### src/rtl/ilk_pkg.sv
package ilk_pkg;

  typedef enum logic [1:0] {
    CLS_ALU    = 2'd0,
    CLS_LOAD   = 2'd1,
    CLS_STORE  = 2'd2,
    CLS_BRANCH = 2'd3
  } ins_cls_e;

  // Which classes read the second source operand.
  function automatic logic cls_reads_src2(ins_cls_e c);
    return (c == CLS_ALU) || (c == CLS_STORE);
  endfunction

endpackage

### src/rtl/ilk_load_window.sv
// Remembers which recent issue slots carried a load with a live destination
// and reports how many bubbles the candidate still needs.
module ilk_load_window #(
  parameter int DEPTH = 1,
  parameter int RAW   = 5,
  parameter int NW    = 1
) (
  input  logic           clk,
  input  logic           rst_n,
  input  logic           push_load,
  input  logic [RAW-1:0] push_dst,
  input  logic [RAW-1:0] chk_src1,
  input  logic [RAW-1:0] chk_src2,
  input  logic           chk_use2,
  output logic [NW-1:0]  need
);

  logic [DEPTH-1:0] h_vld;
  logic [RAW-1:0]   h_dst [DEPTH];
  logic [DEPTH-1:0] hit;

  // Entry k describes the slot issued k+1 cycles ago.
  always_ff @(posedge clk or negedge rst_n) begin
    if (!rst_n) begin
      h_vld <= '0;
      for (int k = 0; k < DEPTH; k++) h_dst[k] <= '0;
    end else begin
      h_vld[0] <= push_load;
      h_dst[0] <= push_dst;
      for (int k = 1; k < DEPTH; k++) begin
        h_vld[k] <= h_vld[k-1];
        h_dst[k] <= h_dst[k-1];
      end
    end
  end

  generate
    for (genvar g = 0; g < DEPTH; g++) begin : g_match
      assign hit[g] = h_vld[g] &&
                      ((h_dst[g] == chk_src1) ||
                       (chk_use2 && (h_dst[g] == chk_src2)));
    end
  endgenerate

  // The youngest matching load sets the bubble count.
  always_comb begin
    need = '0;
    for (int k = DEPTH - 1; k >= 0; k--) begin
      if (hit[k]) need = NW'(DEPTH - k);
    end
  end

endmodule

### src/rtl/ilk_branch_shadow.sv
// Counts down the bubble slots that follow a taken branch.
module ilk_branch_shadow #(
  parameter int DEPTH = 1,
  parameter int NW    = 1
) (
  input  logic clk,
  input  logic rst_n,
  input  logic start,
  output logic busy
);

  logic [NW-1:0] left;

  always_ff @(posedge clk or negedge rst_n) begin
    if (!rst_n) begin
      left <= '0;
    end else if (start) begin
      left <= NW'(DEPTH);
    end else if (left != '0) begin
      left <= left - 1'b1;
    end
  end

  assign busy = (left != '0);

endmodule

### src/rtl/ilk_event_counter.sv
module ilk_event_counter #(
  parameter int W = 16
) (
  input  logic         clk,
  input  logic         rst_n,
  input  logic         inc,
  output logic [W-1:0] count
);

  always_ff @(posedge clk or negedge rst_n) begin
    if (!rst_n)   count <= '0;
    else if (inc) count <= count + 1'b1;
  end

endmodule

### src/rtl/ilk_issue_gate.sv
module ilk_issue_gate #(
  parameter int REG_AW     = 5,
  parameter bit FOUR_PHASE = 1'b0,
  parameter int CNT_W      = 16
) (
  input  logic              clk,
  input  logic              rst_n,
  input  logic              in_valid,
  output logic              in_ready,
  input  logic [1:0]        in_cls,
  input  logic [REG_AW-1:0] in_dst,
  input  logic [REG_AW-1:0] in_src1,
  input  logic [REG_AW-1:0] in_src2,
  output logic              out_valid,
  output logic              out_nop,
  output logic [1:0]        out_cls,
  output logic [REG_AW-1:0] out_dst,
  output logic [REG_AW-1:0] out_src1,
  output logic [REG_AW-1:0] out_src2,
  output logic              stall,
  output logic [CNT_W-1:0]  nop_count
);
  import ilk_pkg::*;

  localparam int SLOTS = FOUR_PHASE ? 2 : 1;
  localparam int NW    = $clog2(SLOTS + 1);

  ins_cls_e      cls_in;
  logic          use2;
  logic [NW-1:0] ld_need;
  logic          br_busy;
  logic          hold;
  logic          take;
  logic          load_push;
  logic          br_start;

  assign cls_in = ins_cls_e'(in_cls);
  assign use2   = cls_reads_src2(cls_in);

  ilk_load_window #(
    .DEPTH (SLOTS),
    .RAW   (REG_AW),
    .NW    (NW)
  ) u_window (
    .clk      (clk),
    .rst_n    (rst_n),
    .push_load(load_push),
    .push_dst (in_dst),
    .chk_src1 (in_src1),
    .chk_src2 (in_src2),
    .chk_use2 (use2),
    .need     (ld_need)
  );

  ilk_branch_shadow #(
    .DEPTH (SLOTS),
    .NW    (NW)
  ) u_shadow (
    .clk  (clk),
    .rst_n(rst_n),
    .start(br_start),
    .busy (br_busy)
  );

  // A bubble goes out when the branch shadow is open or the offered
  // instruction would read a load result that is not yet written.
  assign hold      = br_busy | (in_valid & (ld_need != '0));
  assign take      = in_valid & ~hold;
  assign load_push = take & (cls_in == CLS_LOAD) & (in_dst != '0);
  assign br_start  = take & (cls_in == CLS_BRANCH);
  assign in_ready  = ~hold;
  assign stall     = hold;

  always_ff @(posedge clk or negedge rst_n) begin
    if (!rst_n) begin
      out_valid <= 1'b0;
      out_nop   <= 1'b0;
      out_cls   <= '0;
      out_dst   <= '0;
      out_src1  <= '0;
      out_src2  <= '0;
    end else begin
      out_valid <= hold | take;
      out_nop   <= hold;
      out_cls   <= take ? in_cls  : '0;
      out_dst   <= take ? in_dst  : '0;
      out_src1  <= take ? in_src1 : '0;
      out_src2  <= take ? in_src2 : '0;
    end
  end

  ilk_event_counter #(
    .W (CNT_W)
  ) u_nops (
    .clk  (clk),
    .rst_n(rst_n),
    .inc  (hold),
    .count(nop_count)
  );

endmodule

### config.mk
export PLATFORM = sky130hd
export DESIGN_NAME = ilk_issue_gate
export DESIGN_NICKNAME = d
export VERILOG_FILES = /design/src/rtl/ilk_pkg.sv /design/src/rtl/ilk_load_window.sv /design/src/rtl/ilk_branch_shadow.sv /design/src/rtl/ilk_event_counter.sv /design/src/rtl/ilk_issue_gate.sv
export SDC_FILE = /design/constraint.sdc
export NUM_CORES = 1
export LEC_CHECK = 0
export BUFFER_PORTS_ARGS = -buffer_cell sky130_fd_sc_hd__buf_2
export CAP_MARGIN = 20
export CORE_MARGIN = 1
export CORE_UTILIZATION = 55
export CTS_BUF_LIST = sky130_fd_sc_hd__clkbuf_2 sky130_fd_sc_hd__clkbuf_4 sky130_fd_sc_hd__clkbuf_8
export CTS_CLUSTER_DIAMETER = 120
export DETAILED_ROUTE_END_ITERATION = 8
export PLACE_DENSITY = 0.95
export SYNTH_ARGS = -nofsm -noshare
export SYNTH_HDL_FRONTEND = slang
export SYNTH_HIERARCHICAL = 1
export SYNTH_SLANG_ARGS = --single-unit
export TNS_END_PERCENT = 30
### constraint.sdc
create_clock -name clk -period 3.3 [get_ports clk]
set_input_delay 0.165 -clock clk [delete_from_list [all_inputs] [get_ports clk]]
set_output_delay 0.165 -clock clk [all_outputs]
set_load 0.05 [all_outputs]
After elaboration in Yosys (flattened, before gate mapping):

Index checks and enable logic that the tools add are counted.

* flip-flop bits (word level): 42
* latch bits: 0
* RAM bits: 0
* bits in read-only memories: 0
* input port bits: 20
* output and inout port bits: 37
* logic and storage cells: 38
* memories kept: 0

* add/subtract/negate cells: 2
* multiply operators: 0
* divide/modulo/power cells: 0
* magnitude comparators: 0
* eq/ne operators: 5
* shift operators: 0
* muxes and demuxes: 7
* bitwise operators: 8
* reductions and logical operators: 6

Operator list (count)
* adder 16 x 1 -> 16 bit (second input constant): 1
* two-way mux 5 bit: 3
* equality test 5 bit: 2
* AND 1 bit: 5
* nonzero test 5 bit: 1
* equality test 2 bit (second input constant): 2
* two-way mux 1 bit: 3
* equality test 2 x 1 -> 1 bit (second input constant): 1
* logical AND 1 bit: 2
* zero test 2 bit: 1
* logical OR 1 bit: 2
* two-way mux 2 bit: 1
* bitwise OR 1 bit: 2
* NOT 1 bit: 1
* subtractor 1 bit (second input constant): 1

Logic depth before layout (Yosys ltp):

* word-level depth: 12
* depth in mapped cells: 8

Modules after synthesis:

Netlist, hierarchy kept.

Modules (own cells, without submodules)
* ilk_event_counter: instances 1, cells an instance 56, area an instance 695.7 µm²
* ilk_issue_gate: instances 1, cells an instance 46, area an instance 655.6 µm²
* ilk_load_window: instances 1, cells an instance 21, area an instance 265.3 µm²
* ilk_branch_shadow: instances 1, cells an instance 1, area an instance 25.0 µm²

Worst setup path after synthesis:

No wires, ideal clock.

* path type: register -> register
* from: reg u_window/h_dst[4] (netlist bit)
* to: reg u_nops.count[11]
* setup time: 142 ps
* data arrival time: 2249 ps
* data required time: 3158 ps
* slack: 909 ps
* stages on the path, launching flop included: 9
* buffers on the path: 0
* period minus slack after synthesis: 2391 ps
* path through: dfrtp_1 > xnor2_1 > nand4_1 > o22ai_1 > a21o_1 > nand4_4 > nor3_2 > nand3_1 > xnor2_1

* word-level cells in the longest chain between the ends: 7
* elaborated cells between the ends (all ways): 8

Ends and longest elaborated chain
* start, declared: line ilk_load_window.sv:19 `logic [RAW-1:0] h_dst [DEPTH];`
* start signal, assigned by index: line ilk_load_window.sv:32 `h_dst[k] <= h_dst[k-1];`
* equality test 5 bit: line ilk_load_window.sv:41 `(chk_use2 && (h_dst[g] == chk_src2)));`
* logical AND 1 bit: line ilk_load_window.sv:41
* logical OR 1 bit (*): line ilk_load_window.sv:40 `((h_dst[g] == chk_src1) ||`
* logical AND 1 bit (*): line ilk_load_window.sv:39 `assign hit[g] = h_vld[g] &&`
* two-way mux 1 bit (*): line ilk_load_window.sv:49 `if (hit[k]) need = NW'(DEPTH - k);`
* net ld_need: line ilk_issue_gate.sv:30 `logic [NW-1:0] ld_need;`
* AND 1 bit (*): line ilk_issue_gate.sv:67 `assign hold = br_busy | (in_valid & (ld_need != '0));`
* bitwise OR 1 bit (*): line ilk_issue_gate.sv:67
* net stall: line ilk_issue_gate.sv:20 `output logic stall,`
* end signal, assigned: line ilk_event_counter.sv:12 `else if (inc) count <= count + 1'b1;`
* end, declared: line ilk_event_counter.sv:7 `output logic [W-1:0] count`

The timed path passes the listed nets; every way through them passes the cells marked *.
A chain may end at the register's enable or synchronous reset.

Final worst setup path:

* from: reg u_window/h_dst[4] (netlist bit)
* to: reg u_nops.count[12]

* word-level cells in the longest chain between the ends: 7
* elaborated cells between the ends (all ways): 8

Ends and longest elaborated chain (line)
* equality test 5 bit: ilk_load_window.sv:41
* logical AND 1 bit: ilk_load_window.sv:41
* logical OR 1 bit (*): ilk_load_window.sv:40
* logical AND 1 bit (*): ilk_load_window.sv:39
* two-way mux 1 bit (*): ilk_load_window.sv:49
* net ld_need: ilk_issue_gate.sv:30
* AND 1 bit (*): ilk_issue_gate.sv:67
* bitwise OR 1 bit (*): ilk_issue_gate.sv:67

Marked as above.

==> run_results.csv <==
group,metric,value,unit
timing,fmax,417,MHz
clock_network,worstSkewPairLatency,0.35,ns
finish,final_nets,213,
global_routing,antenna_found_initial,0,
timing,timing.final.ws_setup,0.900,ns
setup_path,required,3.57,ns
finish,syn_to_final_growth,27.7,%
timing,finalSetupTns,0,ns
routing,drc,0,
finish,fillers,189,
setup_path,cp_slowest_cell,"dfrtp_1",
power_and_ir_drop,p_leak,1.10,nW
logic_synthesis,synth-edff-count,0,
die,start_util,59.0,%
finish,n_antenna_cell,0,
die,die_area,3210,um^2
die,die_y,56.6,um
routing,wl,3240,um
setup_path,r2r-end,"u_nops/count[12]$_DFFE_PN0P_",
die,coreArea,2780,um^2
setup_path,r2r_cells,8,
clock_network,numCtsBuffers,5,
setup_path,worst_setup_path_end_kind,"register",
timing,max-slew-margin-rel,41.0,%
logic_synthesis,synth_cell_type_count,24,
timing,min_period,2.40,ns
routing,vias,1141,
logic_synthesis,yosysSeqAreaShare,64.0,%
place,gp_congestion,0.875,
global_routing,overflow,0,
timing,hold_violations,0,
routing,wire_per_inst,14.5,um
global_routing,grt_max_degree,43,
finish,drive_above_1_share,36.3,%
global_routing,grt_first_pass_wirelength,5210,um
routing,vias_per_cell,5.09,
setup_path,cp-start-kind,"register",
timing,worstMarginPinSlew,0.885,ns
logic_synthesis,synthArstFlopShare,100,%
place,port_buffers,56,
setup_path,slowest_delay,0.41,ns
die,io_pins,57,
clock_network,h-tree-depth,2,
clock_network,path_clk_slew,0.11,ns
timing,finalCritPeriodShare,72.7,%
logic_synthesis,synth_area,1640,um^2
global_routing,track_usage,22.3,%
outcome,status,"complete, no violations",
die,fp.dieW,56.6,um
logic_synthesis,ys_ff_latch,42,
setup_path,r2r_slack,0.90,ns
place,place_ws,0.957,ns
routing,initialDrtViolationCount,22,
timing,finalSetupViolations,0,
timing,rsz0062_at_grt,"no",
setup_path,cp-startpoint,"u_window/h_dst[4]$_DFF_PN0_",
clock_network,tritoncts,"done",
logic_synthesis,syn_nets,145,
routing,dr.pass1.iters,4,
setup_path,cp_max_fo,9,
logic_synthesis,synth-main-ff-cell,"dfrtp_1",
logic_synthesis,syn_avg_cell_area,13.2,um^2
die,rows,19,
global_routing,grt_pass1_vias,1105,
timing,skew,0.0145,ns
setup_path,crit_type,"register to register",
worst_hold_path,min_path_type,"input port to register",
clock_network,cts_resized,0,
clock_network,clkSinkCount,42,
routing,ant_nets,0,
clock_network,cts_buffer_depth,2,
power_and_ir_drop,power.total,0.00121,W
logic_synthesis,yosysWarnings,6,
setup_path,reg2reg_from,"u_window/h_dst[4]$_DFF_PN0_",
timing,timing.hold.ws,0.0477,ns
timing,maxSlewViolCount,0,
power_and_ir_drop,ir_drop,0.509,mV
job,drv_cap,0,
logic_synthesis,synth_cells,124,
place,hpwlAfterDp,2270,um
setup_path,critical_path_arrival,2.67,ns
setup_path,crit_end,"u_nops/count[12]$_DFFE_PN0P_",
power_and_ir_drop,power_density,579,nW/um^2
clock_network,cts_root_buf,"clkbuf_4",
setup_path,worstPathCellList,"xnor2_1 -> nand4_1 -> o22ai_1 -> a21o_1 -> nand4_4 -> nor3_2 -> and4_1 -> xor2_1",
-- per-layer routing --
layer  wire length [um]  vias up  share of wire [%]  track usage, %
met2               1630       30                 50            36.0
met1               1410      560                 43            27.4
met3                139        8                4.3            5.30
met4                 65        0                2.0            12.5
li1                   -      543                  -               -
met5                  0        -                  0               0
-- cells in the final DEF, fill, tap and decap left out --
cell	Yosys	routed
and4_1	1	1
dlygate4sd3_1	0	6
xor2_1	6	6
and2_2	1	1
clkbuf_4	0	5
or2_2	1	1
nand4_4	1	1
nor2_1	3	3
nor4_1	1	1
nand3_1	6	6
and2_1	16	16
clkbuf_8	0	3
buf_2	0	56
inv_1	4	4
and3_1	2	2
ha_1	1	1
nand2_1	6	6
or4_1	1	1
dfrtp_1	42	42
o2111a_1	1	1
nor3_2	2	2
nand4_1	5	5
a21o_1	1	1
nor3b_4	1	1
xnor2_1	19	19
mux2_1	1	1
o22ai_1	1	1
-- synth_stat cells, types with 2 or more instances --
cell type / count / share of area, %
and2_1: 16 / 6.1
nor3_2: 2 / 1.2
nand4_1: 5 / 1.9
inv_1: 4 / 0.91
nand2_1: 6 / 1.4
dfrtp_1: 42 / 64
xor2_1: 6 / 3.2
and3_1: 2 / 0.76
nand3_1: 6 / 1.8
xnor2_1: 19 / 10
nor2_1: 3 / 0.69
-- how the worst min path moves through the flow --
stage	startpoint	endpoint	slack, ns	depth (start not counted)
floorplan	rst_n	out_cls[0]$_DFF_PN0_	-0.13	0
global placement	in_dst[1]	u_window/h_dst[1]$_DFF_PN0_	0.30	1
detailed placement	in_dst[0]	u_window/h_dst[0]$_DFF_PN0_	0.30	1
CTS	in_valid	out_valid$_DFF_PN0_	0.04	2
global route	in_valid	out_valid$_DFF_PN0_	0.03	2
finish	in_valid	out_valid$_DFF_PN0_	0.05	2
-- cell type report --
cell class / count / area [um^2] / share of cell area, %
Inverter: 4 / 15.0 / 0.716
Timing Repair Buffer: 62 / 340 / 16.2
Clock buffer: 8 / 78.8 / 3.76
Multi-Input combinational cell: 77 / 572 / 27.3
Tap cell: 31 / 38.8 / 1.85
Sequential cell: 42 / 1050 / 50.1
-- sequential cells by signal (all words and copies together), names as in the netlist, 2 cells and up --
name / cells
out_src1: 5
u_window/h_dst: 5
out_dst: 5
out_cls: 2
out_src2: 5
u_nops/count: 16
-- logic make-up (layout without fill, tap and decap cells) --
family                   after synthesis  in the layout  synth area share, %
AND/OR/NAND/NOR                       47             47                 18.5
flip-flops                            42             42                 64.0
XOR/XNOR                              25             25                 13.3
buffers and inverters                  5             74                 1.14
AO/OA/AOI/OAI                          3              3                 1.52
adder cells (fa/ha/maj)                1              1                0.762
multiplexers                           1              1                0.686
-- metrics by stage --
stage,utilization [%],cell area (um^2),std cells
after floorplan,-,1640,124
after global placement,70.4,1960,210
after detailed placement,70.4,1960,210
after CTS,75.3,2100,224
after global routing,75.3,2100,224
final,75.3,2100,224
-- worst max-delay path: cells and delay by family, from the launching register on --
| kind | cells | cell delay (ns) |
|---|---|---|
| flip-flops | 1 | 0.41 |
| AND/OR/NAND/NOR | 4 | 0.82 |
| AO/OA/AOI/OAI | 2 | 0.75 |
| XOR/XNOR | 2 | 0.34 |
-- timing repair --
action	CTS	global route
setup buffers	0	0
hold buffers	6	0
endpoints found under the hold margin	47	0
-- power breakdown --
part           internal, W  total (W)  switching [W]
sequential        0.000558   0.000613      0.0000549
combinational    0.0000832   0.000301       0.000217
clock             0.000146   0.000300       0.000155
Note: power is estimated with default switching activity, not from simulation.
